===== src/rtl/rsort_pkg.sv =====
package rsort_pkg;
  typedef enum logic [1:0] {
    PH_CLR  = 2'd0,
    PH_HIST = 2'd1,
    PH_PFX  = 2'd2,
    PH_SCAT = 2'd3
  } phase_e;

  localparam int unsigned NUM_PHASES = 4;
endpackage


===== src/rtl/rsort_phase_fsm.sv =====
module rsort_phase_fsm
  import rsort_pkg::*;
(
  input  logic                  clk_i,
  input  logic                  rst_ni,
  input  logic                  start_i,
  input  logic [NUM_PHASES-1:0] unit_done_i,
  input  logic                  last_pass_i,
  output logic                  busy_o,
  output phase_e                phase_o,
  output logic [NUM_PHASES-1:0] unit_start_o,
  output logic                  done_o,
  output logic                  begin_o,
  output logic                  pass_end_o
);
  logic   busy_q, done_q;
  phase_e phase_q, phase_d;
  logic [NUM_PHASES-1:0] stb_q, stb_d;
  logic   cur_done;
  logic   enter;

  // only the active phase's completion strobe counts
  assign cur_done   = busy_q & unit_done_i[phase_q];
  assign begin_o    = ~busy_q & start_i;
  assign pass_end_o = cur_done & (phase_q == PH_SCAT);

  always_comb begin
    phase_d = phase_q;
    enter   = 1'b0;
    if (begin_o) begin
      phase_d = PH_CLR;
      enter   = 1'b1;
    end else if (cur_done) begin
      phase_d = phase_e'(phase_q + 2'd1);
      enter   = ~(pass_end_o & last_pass_i);
    end
  end

  for (genvar k = 0; k < NUM_PHASES; k++) begin : g_stb
    assign stb_d[k] = enter & (phase_d == phase_e'(k));
  end

  always_ff @(posedge clk_i or negedge rst_ni) begin
    if (!rst_ni) begin
      busy_q  <= 1'b0;
      done_q  <= 1'b0;
      phase_q <= PH_CLR;
      stb_q   <= '0;
    end else begin
      stb_q   <= stb_d;
      phase_q <= phase_d;
      done_q  <= pass_end_o & last_pass_i;
      if (begin_o) busy_q <= 1'b1;
      else if (pass_end_o && last_pass_i) busy_q <= 1'b0;
    end
  end

  assign busy_o       = busy_q;
  assign phase_o      = phase_q;
  assign unit_start_o = stb_q;
  assign done_o       = done_q;
endmodule


===== src/rtl/rsort_pass_track.sv =====
module rsort_pass_track #(
  parameter int unsigned NUM_PASSES = 8,
  localparam int unsigned PASS_W = (NUM_PASSES > 1) ? $clog2(NUM_PASSES) : 1
) (
  input  logic              clk_i,
  input  logic              rst_ni,
  input  logic              begin_i,
  input  logic              pass_end_i,
  output logic [PASS_W-1:0] pass_o,
  output logic              pingpong_o,
  output logic              last_o
);
  logic [PASS_W-1:0] pass_q;
  logic              pp_q;

  assign last_o = (pass_q == PASS_W'(NUM_PASSES - 1));

  always_ff @(posedge clk_i or negedge rst_ni) begin
    if (!rst_ni) begin
      pass_q <= '0;
      pp_q   <= 1'b0;
    end else if (begin_i) begin
      pass_q <= '0;
      pp_q   <= 1'b0;
    end else if (pass_end_i) begin
      pp_q   <= ~pp_q;
      pass_q <= last_o ? '0 : pass_q + PASS_W'(1);
    end
  end

  assign pass_o     = pass_q;
  assign pingpong_o = pp_q;
endmodule


===== src/rtl/rsort_base_gen.sv =====
module rsort_base_gen #(
  parameter int unsigned DEPTH   = 2048,
  parameter int unsigned DIGIT_W = 4,
  parameter int unsigned KEY_W   = 32,
  parameter int unsigned PASS_W  = 3,
  localparam int unsigned ADDR_W = $clog2(2 * DEPTH),
  localparam int unsigned LSB_W  = $clog2(KEY_W)
) (
  input  logic [PASS_W-1:0] pass_i,
  input  logic              pingpong_i,
  output logic [LSB_W-1:0]  digit_lsb_o,
  output logic [ADDR_W-1:0] rd_base_o,
  output logic [ADDR_W-1:0] wr_base_o
);
  localparam logic [ADDR_W-1:0] HALF = ADDR_W'(DEPTH);

  logic [ADDR_W-1:0] pp_ext, npp_ext;
  assign pp_ext  = ADDR_W'(pingpong_i);
  assign npp_ext = ADDR_W'(~pingpong_i);

  if ((DEPTH & (DEPTH - 1)) == 0) begin : g_pow2
    // power-of-two half: the flag is just the top address bit
    assign rd_base_o = pp_ext << $clog2(DEPTH);
    assign wr_base_o = npp_ext << $clog2(DEPTH);
  end else begin : g_mul
    assign rd_base_o = pp_ext * HALF;
    assign wr_base_o = npp_ext * HALF;
  end

  assign digit_lsb_o = LSB_W'(pass_i) * LSB_W'(DIGIT_W);
endmodule


===== src/rtl/radix_sort_seq.sv =====
module radix_sort_seq #(
  parameter int unsigned KEY_W   = 32,
  parameter int unsigned DIGIT_W = 4,
  parameter int unsigned DEPTH   = 2048,
  localparam int unsigned NUM_PASSES = KEY_W / DIGIT_W,
  localparam int unsigned PASS_W     = (NUM_PASSES > 1) ? $clog2(NUM_PASSES) : 1,
  localparam int unsigned ADDR_W     = $clog2(2 * DEPTH),
  localparam int unsigned LSB_W      = $clog2(KEY_W)
) (
  input  logic              clk_i,
  input  logic              rst_ni,
  input  logic              start_i,
  output logic              busy_o,
  output logic              done_o,
  output logic [1:0]        phase_o,
  output logic [PASS_W-1:0] pass_o,
  output logic [LSB_W-1:0]  digit_lsb_o,
  output logic [ADDR_W-1:0] rd_base_o,
  output logic [ADDR_W-1:0] wr_base_o,
  output logic              clr_start_o,
  input  logic              clr_done_i,
  output logic              hist_start_o,
  input  logic              hist_done_i,
  output logic              pfx_start_o,
  input  logic              pfx_done_i,
  output logic              scat_start_o,
  input  logic              scat_done_i
);
  import rsort_pkg::*;

  logic [NUM_PHASES-1:0] unit_done, unit_start;
  logic   begin_s, pass_end_s, last_s, pp_s;
  phase_e phase_s;

  assign unit_done = {scat_done_i, pfx_done_i, hist_done_i, clr_done_i};

  rsort_phase_fsm u_fsm (
    .clk_i        (clk_i),
    .rst_ni       (rst_ni),
    .start_i      (start_i),
    .unit_done_i  (unit_done),
    .last_pass_i  (last_s),
    .busy_o       (busy_o),
    .phase_o      (phase_s),
    .unit_start_o (unit_start),
    .done_o       (done_o),
    .begin_o      (begin_s),
    .pass_end_o   (pass_end_s)
  );

  rsort_pass_track #(.NUM_PASSES(NUM_PASSES)) u_pass (
    .clk_i      (clk_i),
    .rst_ni     (rst_ni),
    .begin_i    (begin_s),
    .pass_end_i (pass_end_s),
    .pass_o     (pass_o),
    .pingpong_o (pp_s),
    .last_o     (last_s)
  );

  rsort_base_gen #(
    .DEPTH   (DEPTH),
    .DIGIT_W (DIGIT_W),
    .KEY_W   (KEY_W),
    .PASS_W  (PASS_W)
  ) u_base (
    .pass_i      (pass_o),
    .pingpong_i  (pp_s),
    .digit_lsb_o (digit_lsb_o),
    .rd_base_o   (rd_base_o),
    .wr_base_o   (wr_base_o)
  );

  assign phase_o      = phase_s;
  assign clr_start_o  = unit_start[PH_CLR];
  assign hist_start_o = unit_start[PH_HIST];
  assign pfx_start_o  = unit_start[PH_PFX];
  assign scat_start_o = unit_start[PH_SCAT];
endmodule


===== config.mk =====
export PLATFORM = sky130hd
export DESIGN_NAME = radix_sort_seq
export DESIGN_NICKNAME = d
export VERILOG_FILES = /design/src/rtl/rsort_pkg.sv /design/src/rtl/rsort_phase_fsm.sv /design/src/rtl/rsort_pass_track.sv /design/src/rtl/rsort_base_gen.sv /design/src/rtl/radix_sort_seq.sv
export SDC_FILE = /design/constraint.sdc
export NUM_CORES = 1
export LEC_CHECK = 0
export ABC_CLOCK_PERIOD_IN_PS = 1750
export BUFFER_PORTS_ARGS = -buffer_cell sky130_fd_sc_hd__buf_2
export CORE_MARGIN = 2
export CORE_UTILIZATION = 40
export CTS_BUF_LIST = sky130_fd_sc_hd__clkbuf_2 sky130_fd_sc_hd__clkbuf_4 sky130_fd_sc_hd__clkbuf_8
export DETAILED_ROUTE_END_ITERATION = 8
export PLACE_DENSITY_LB_ADDON = 0.12
export SYNTH_ARGS = -nofsm -noshare
export SYNTH_HDL_FRONTEND = slang
export SYNTH_HIERARCHICAL = 1
export SYNTH_SLANG_ARGS = --single-unit

===== constraint.sdc =====
create_clock -name clk_i -period 1.75 [get_ports clk_i]
set_input_delay 0.0875 -clock clk_i [delete_from_list [all_inputs] [get_ports clk_i]]
set_output_delay 0.0875 -clock clk_i [all_outputs]
set_load 0.03 [all_outputs]

* After elaboration in Yosys (flattened, before gate mapping)
Cells that the tools add are included.
W data, S select, Z words.
** Operators by class
- Add/sub/neg operators :: 2
- Magnitude comparators :: 1
- Equality and inequality tests :: 5
- Mux-type cells :: 13
- Bitwise operators :: 12
- Reductions and logical operators :: 4
** Operators with widths (number)
- $mux W3 :: 3
- $and A1 B1 Y1 :: 8
- $mux W1 :: 7
- $eq A2 B2 Y1 const B :: 3
- $mux W2 :: 2
- $not A1 Y1 :: 4
- $reduce_bool A2 Y1 :: 2
- $add A3 B1 Y3 const B :: 1
- $eq A3 B3 Y1 const B :: 1
- $lt A2 B3 Y1 const B :: 1
- $add A2 B1 Y2 const B :: 1
- $bmux W1 S2 :: 1
- $eq A2 B1 Y1 const B :: 1
- $logic_not A2 Y1 :: 1
- $logic_and A1 B1 Y1 :: 1
** Word-level totals
- Bits in registers :: 12
- Output and inout port bits :: 40

* Depth between registers and ports, before layout
- Depth after elaboration :: 9
- Gate-level depth with buffers :: 5
- Gate-level depth less buffers :: 5

* Modules after synthesis
The synthesis kept the hierarchy.
** By module, submodules not included
- rsort_phase_fsm :: instances 1, cells an instance 34, area an instance 409.1 um^2, seq. area each 200.2 um^2
- rsort_base_gen :: instances 1, cells an instance 30, area an instance 217.7 um^2, seq. area each 0.0 um^2
- rsort_pass_track :: instances 1, cells an instance 15, area an instance 188.9 um^2, seq. area each 100.1 um^2

* Least setup slack after synthesis
No wires, ideal clock.
- Path type :: reg-to-reg
- Start point :: register u_fsm.phase_q[0], in the netlist u_fsm/phase_o[0]
- End point :: register u_pass.pass_q[0], in the netlist u_pass/pass_o[0]
- Arrival :: 1799 ps
- Data required time :: 1677 ps
- Slack :: -122 ps
- Cell stages (with the launch flop) :: 6
- Path buffers :: 1
- Period minus slack after synthesis :: 1872 ps
- Cells stage by stage :: dfrtp_1 buf_6 mux4_2 and3_2 nand2b_1 a21oi_2
** On the way
- Cells in the longest elaborated chain, start to end :: 5
- Elaborated cells between the ends (all ways) :: 6
** RTL lines
- start, declared :: RTL line rsort_phase_fsm.sv:17 : phase_e phase_q, phase_d;
- start signal, assigned :: RTL line rsort_phase_fsm.sv:51 : phase_q <= phase_d;
- $bmux W1 S2 :: RTL line rsort_phase_fsm.sv:23 : assign cur_done = busy_q & unit_done_i[phase_q];
- $mux W1 (not written as such) :: RTL line rsort_phase_fsm.sv:23
- $and A1 B1 Y1 :: RTL line rsort_phase_fsm.sv:23
- $and A1 B1 Y1 (*) :: RTL line rsort_phase_fsm.sv:25 : assign pass_end_o = cur_done & (phase_q == PH_SCAT);
- named net pass_end_s :: RTL line radix_sort_seq.sv:32 : logic begin_s, pass_end_s, last_s, pp_s;
- $reduce_bool A2 Y1 (no source line) (*)
- end signal, assigned :: RTL line rsort_pass_track.sv:27 : pass_q <= last_o ? '0 : pass_q + PASS_W'(1);
- end, declared :: RTL line rsort_pass_track.sv:13 : logic [PASS_W-1:0] pass_q;
The timed path passes the listed nets; every way through them passes the cells marked *. The select of a mux whose other input is x is not followed.
A chain may end at the register's enable or synchronous reset.

* Final worst setup path
Same ends and word-level chain as after synthesis.

==> impl_metrics.tcl <==
set metrics [dict create \
    slew_violations 0 \
    antenna_found_initial 0 \
    ys_top_cells_by_area "dfrtp_1, buf_4, ha_1" \
    fp.coreArea_mm2 0.001942 \
    dr_total_vias 531 \
    yosysTopAreaCellShare_pct 36.81 \
    ant_nets 0 \
    setup_violations 0 \
    multi_input_area_um2 376.6 \
    arrival_ps 1790 \
    worst_ir_drop_vdd_mv 0.7405 \
    die_h_um 49.16 \
    clkLatencyLatePin_ps 280 \
    netlist_instances 79 \
    yosysSeqAreaShare_pct 36.81 \
    cp_max_fo 5 \
    drtIter0Drc 3 \
    grt_max_degree 13 \
    cts.path.max_buffers 2 \
    finalCriticalPeriod_ps 1569 \
    layout-drive-gt1-share_pct 33.66 \
    min_period_over_period_pct 89.68 \
    cts_buffers 3 \
    clkSlewWorstSetupHoldPaths_ps 80 \
    hold_path_startpoint "start_i" \
    final_common_cell "conb_1" \
    postLayoutCellArea_um2 887.1 \
    die_x_um 49.16 \
    reg2reg_from "u_fsm/phase_o[0]" \
    async_flop_share_pct 100.0 \
    fmax_mhz 637.2 \
    hpwlAfterDp_um 987.3 \
    cts.sinks 12 \
    grt_pass1_vias 443 \
    synth_edf_count 0 \
    rsz0062_at_grt "false" \
    synth_seq_cells 12 \
    startpoint_type "flip-flop" \
    h-tree-depth 1 \
    postCtsSetupBuffers 0 \
    ios 47 \
    hold-worst-slack_ps 139.7 \
    viasPerCell 4.148 \
    yosysTopAreaCell "dfrtp_1" \
    seqCellArea_um2 301.5 \
    grt_pass1_wl_mm 2.028 \
    ys.flop_type "dfrtp_1" \
    fillers 191 \
    p_total_uw 1806 \
    io_buffers 22 \
    start_util_pct 42.01 \
    syn_avg_cell_area_um2 10.33 \
    place_area_um2 840.8 \
    cp_data_required_time_ps 1970 \
    min_path_type "in -> reg" \
    synth.distinct_cells 31 \
    crit_path_start "u_fsm/phase_o[0]" \
    overflow 0 \
    drc 0 \
    grt_util_all_layers_pct 11.18 \
    final_cell_mix "conb_1, buf_2, dfrtp_1" \
    synthesis.area_um2 815.8 \
    layout_setup_ws_ps 180.6 \
    diodes 0 \
    p_leak_uw 0.0004768 \
    drt_pass1_iterations 3 \
    endpoint_kind "flip-flop" \
    gp_congestion 0.7713 \
    cts_tree "built" \
    syn_to_final_growth_pct 8.742 \
    finalClockSkew_ps 7.488 \
    status "finished, final reports clean" \
    path_class "reg -> reg" \
    wl_per_cell_um 10.22 \
    pre_cts_slack_ps 178.6 \
    dieArea_mm2 0.002417 \
    power_density_mw_per_mm2 2036 \
    finalHoldViolations 0 \
    fin_tns_setup_ps 0 \
    fin_nets 112 \
    num_rows 16 \
    maxCapViolations 0 \
    synth_warnings 6 \
    root_buffer "clkbuf_4" \
    routed_wl_mm 1.308 \
]
per-layer routing:
layer | part of all wire, % | up-vias | GRT usage (%)
met5 | 0 | - | 0
met4 | 0.61 | 0 | 4.286
met3 | 7.2 | 2 | 4.601
met2 | 49 | 21 | 17.34
met1 | 43 | 245 | 13.73
li1 | - | 263 | -
path summary, 6_finish.rpt:
kind                                     end  slack (ps)  depth (start not counted)
max in group asynchronous   u_fsm/phase_o[0]        1310                          2
max reg2reg                 u_pass/pass_o[0]         180                          4
min                             u_fsm/busy_o         140                          3
min in group asynchronous       u_fsm/done_o         200                          2
max                         u_pass/pass_o[0]         180                          4
min reg2reg                u_pass/pingpong_o         580                          2
synthesized netlist by cell type, types with 2 or more instances:
master and count:
nor2_1 4, dfrtp_1 12, nand2_1 2, a21oi_1 2, buf_4 28, ha_1 3
nor3_1 2, mux2i_1 3
cell families (layout without fill, tap and decap cells):
logic type / after synthesis / in the layout / share of synthesized area, %
adder cells (fa/ha/maj): 3 / 3 / 4.602
flip-flops: 12 / 12 / 36.81
buffers and inverters: 31 / 30 / 28.07
AND/OR/NAND/NOR: 15 / 15 / 10.43
AO/OA/AOI/OAI: 10 / 10 / 9.664
XOR/XNOR: 2 / 2 / 2.148
multiplexers: 5 / 5 / 7.822
other: 1 / 24 / 0.4597
area by class of cell:
class | instances | area share [%]
multi-input combinational | 59 | 42.45
sequential | 12 | 33.99
timing repair buffer | 25 | 15.23
clock buffer | 4 | 4.090
tap | 27 | 3.808
inverter | 1 | 0.4231
worst max-delay path: stages (launching register included):
cell and delay, ps:
dfrtp_2 410, mux4_2 390, and3_4 230, or3b_1 360
a21oi_2 110
flip-flops by register name, summed over array words and instances (netlist names):
register / flops
u_fsm/busy_o: 1
u_fsm/done_o: 1
u_fsm/phase_o: 2
u_fsm/unit_start_o: 4
u_pass/pass_o: 3
u_pass/pingpong_o: 1
timing repair:
item	4_1_cts	5_1_grt
hold buffers	1	0
resized for setup	0	0
hold endpoints to repair	12	0
power by group:
| part | internal (uW) | switching (uW) |
|---|---|---|
| registers | 391 | 89.6 |
| clock network | 127 | 100 |
| logic | 397 | 703 |
through the flow:
| step | cells | util [%] |
|---|---|---|
| after floorplan | 102 | - |
| after global placement | 123 | 43.30 |
| after detailed placement | 123 | 43.30 |
| after CTS | 128 | 45.68 |
| after global routing | 128 | 45.68 |
| final | 128 | 45.68 |
No activity file was read; power rests on OpenSTA's default activity.
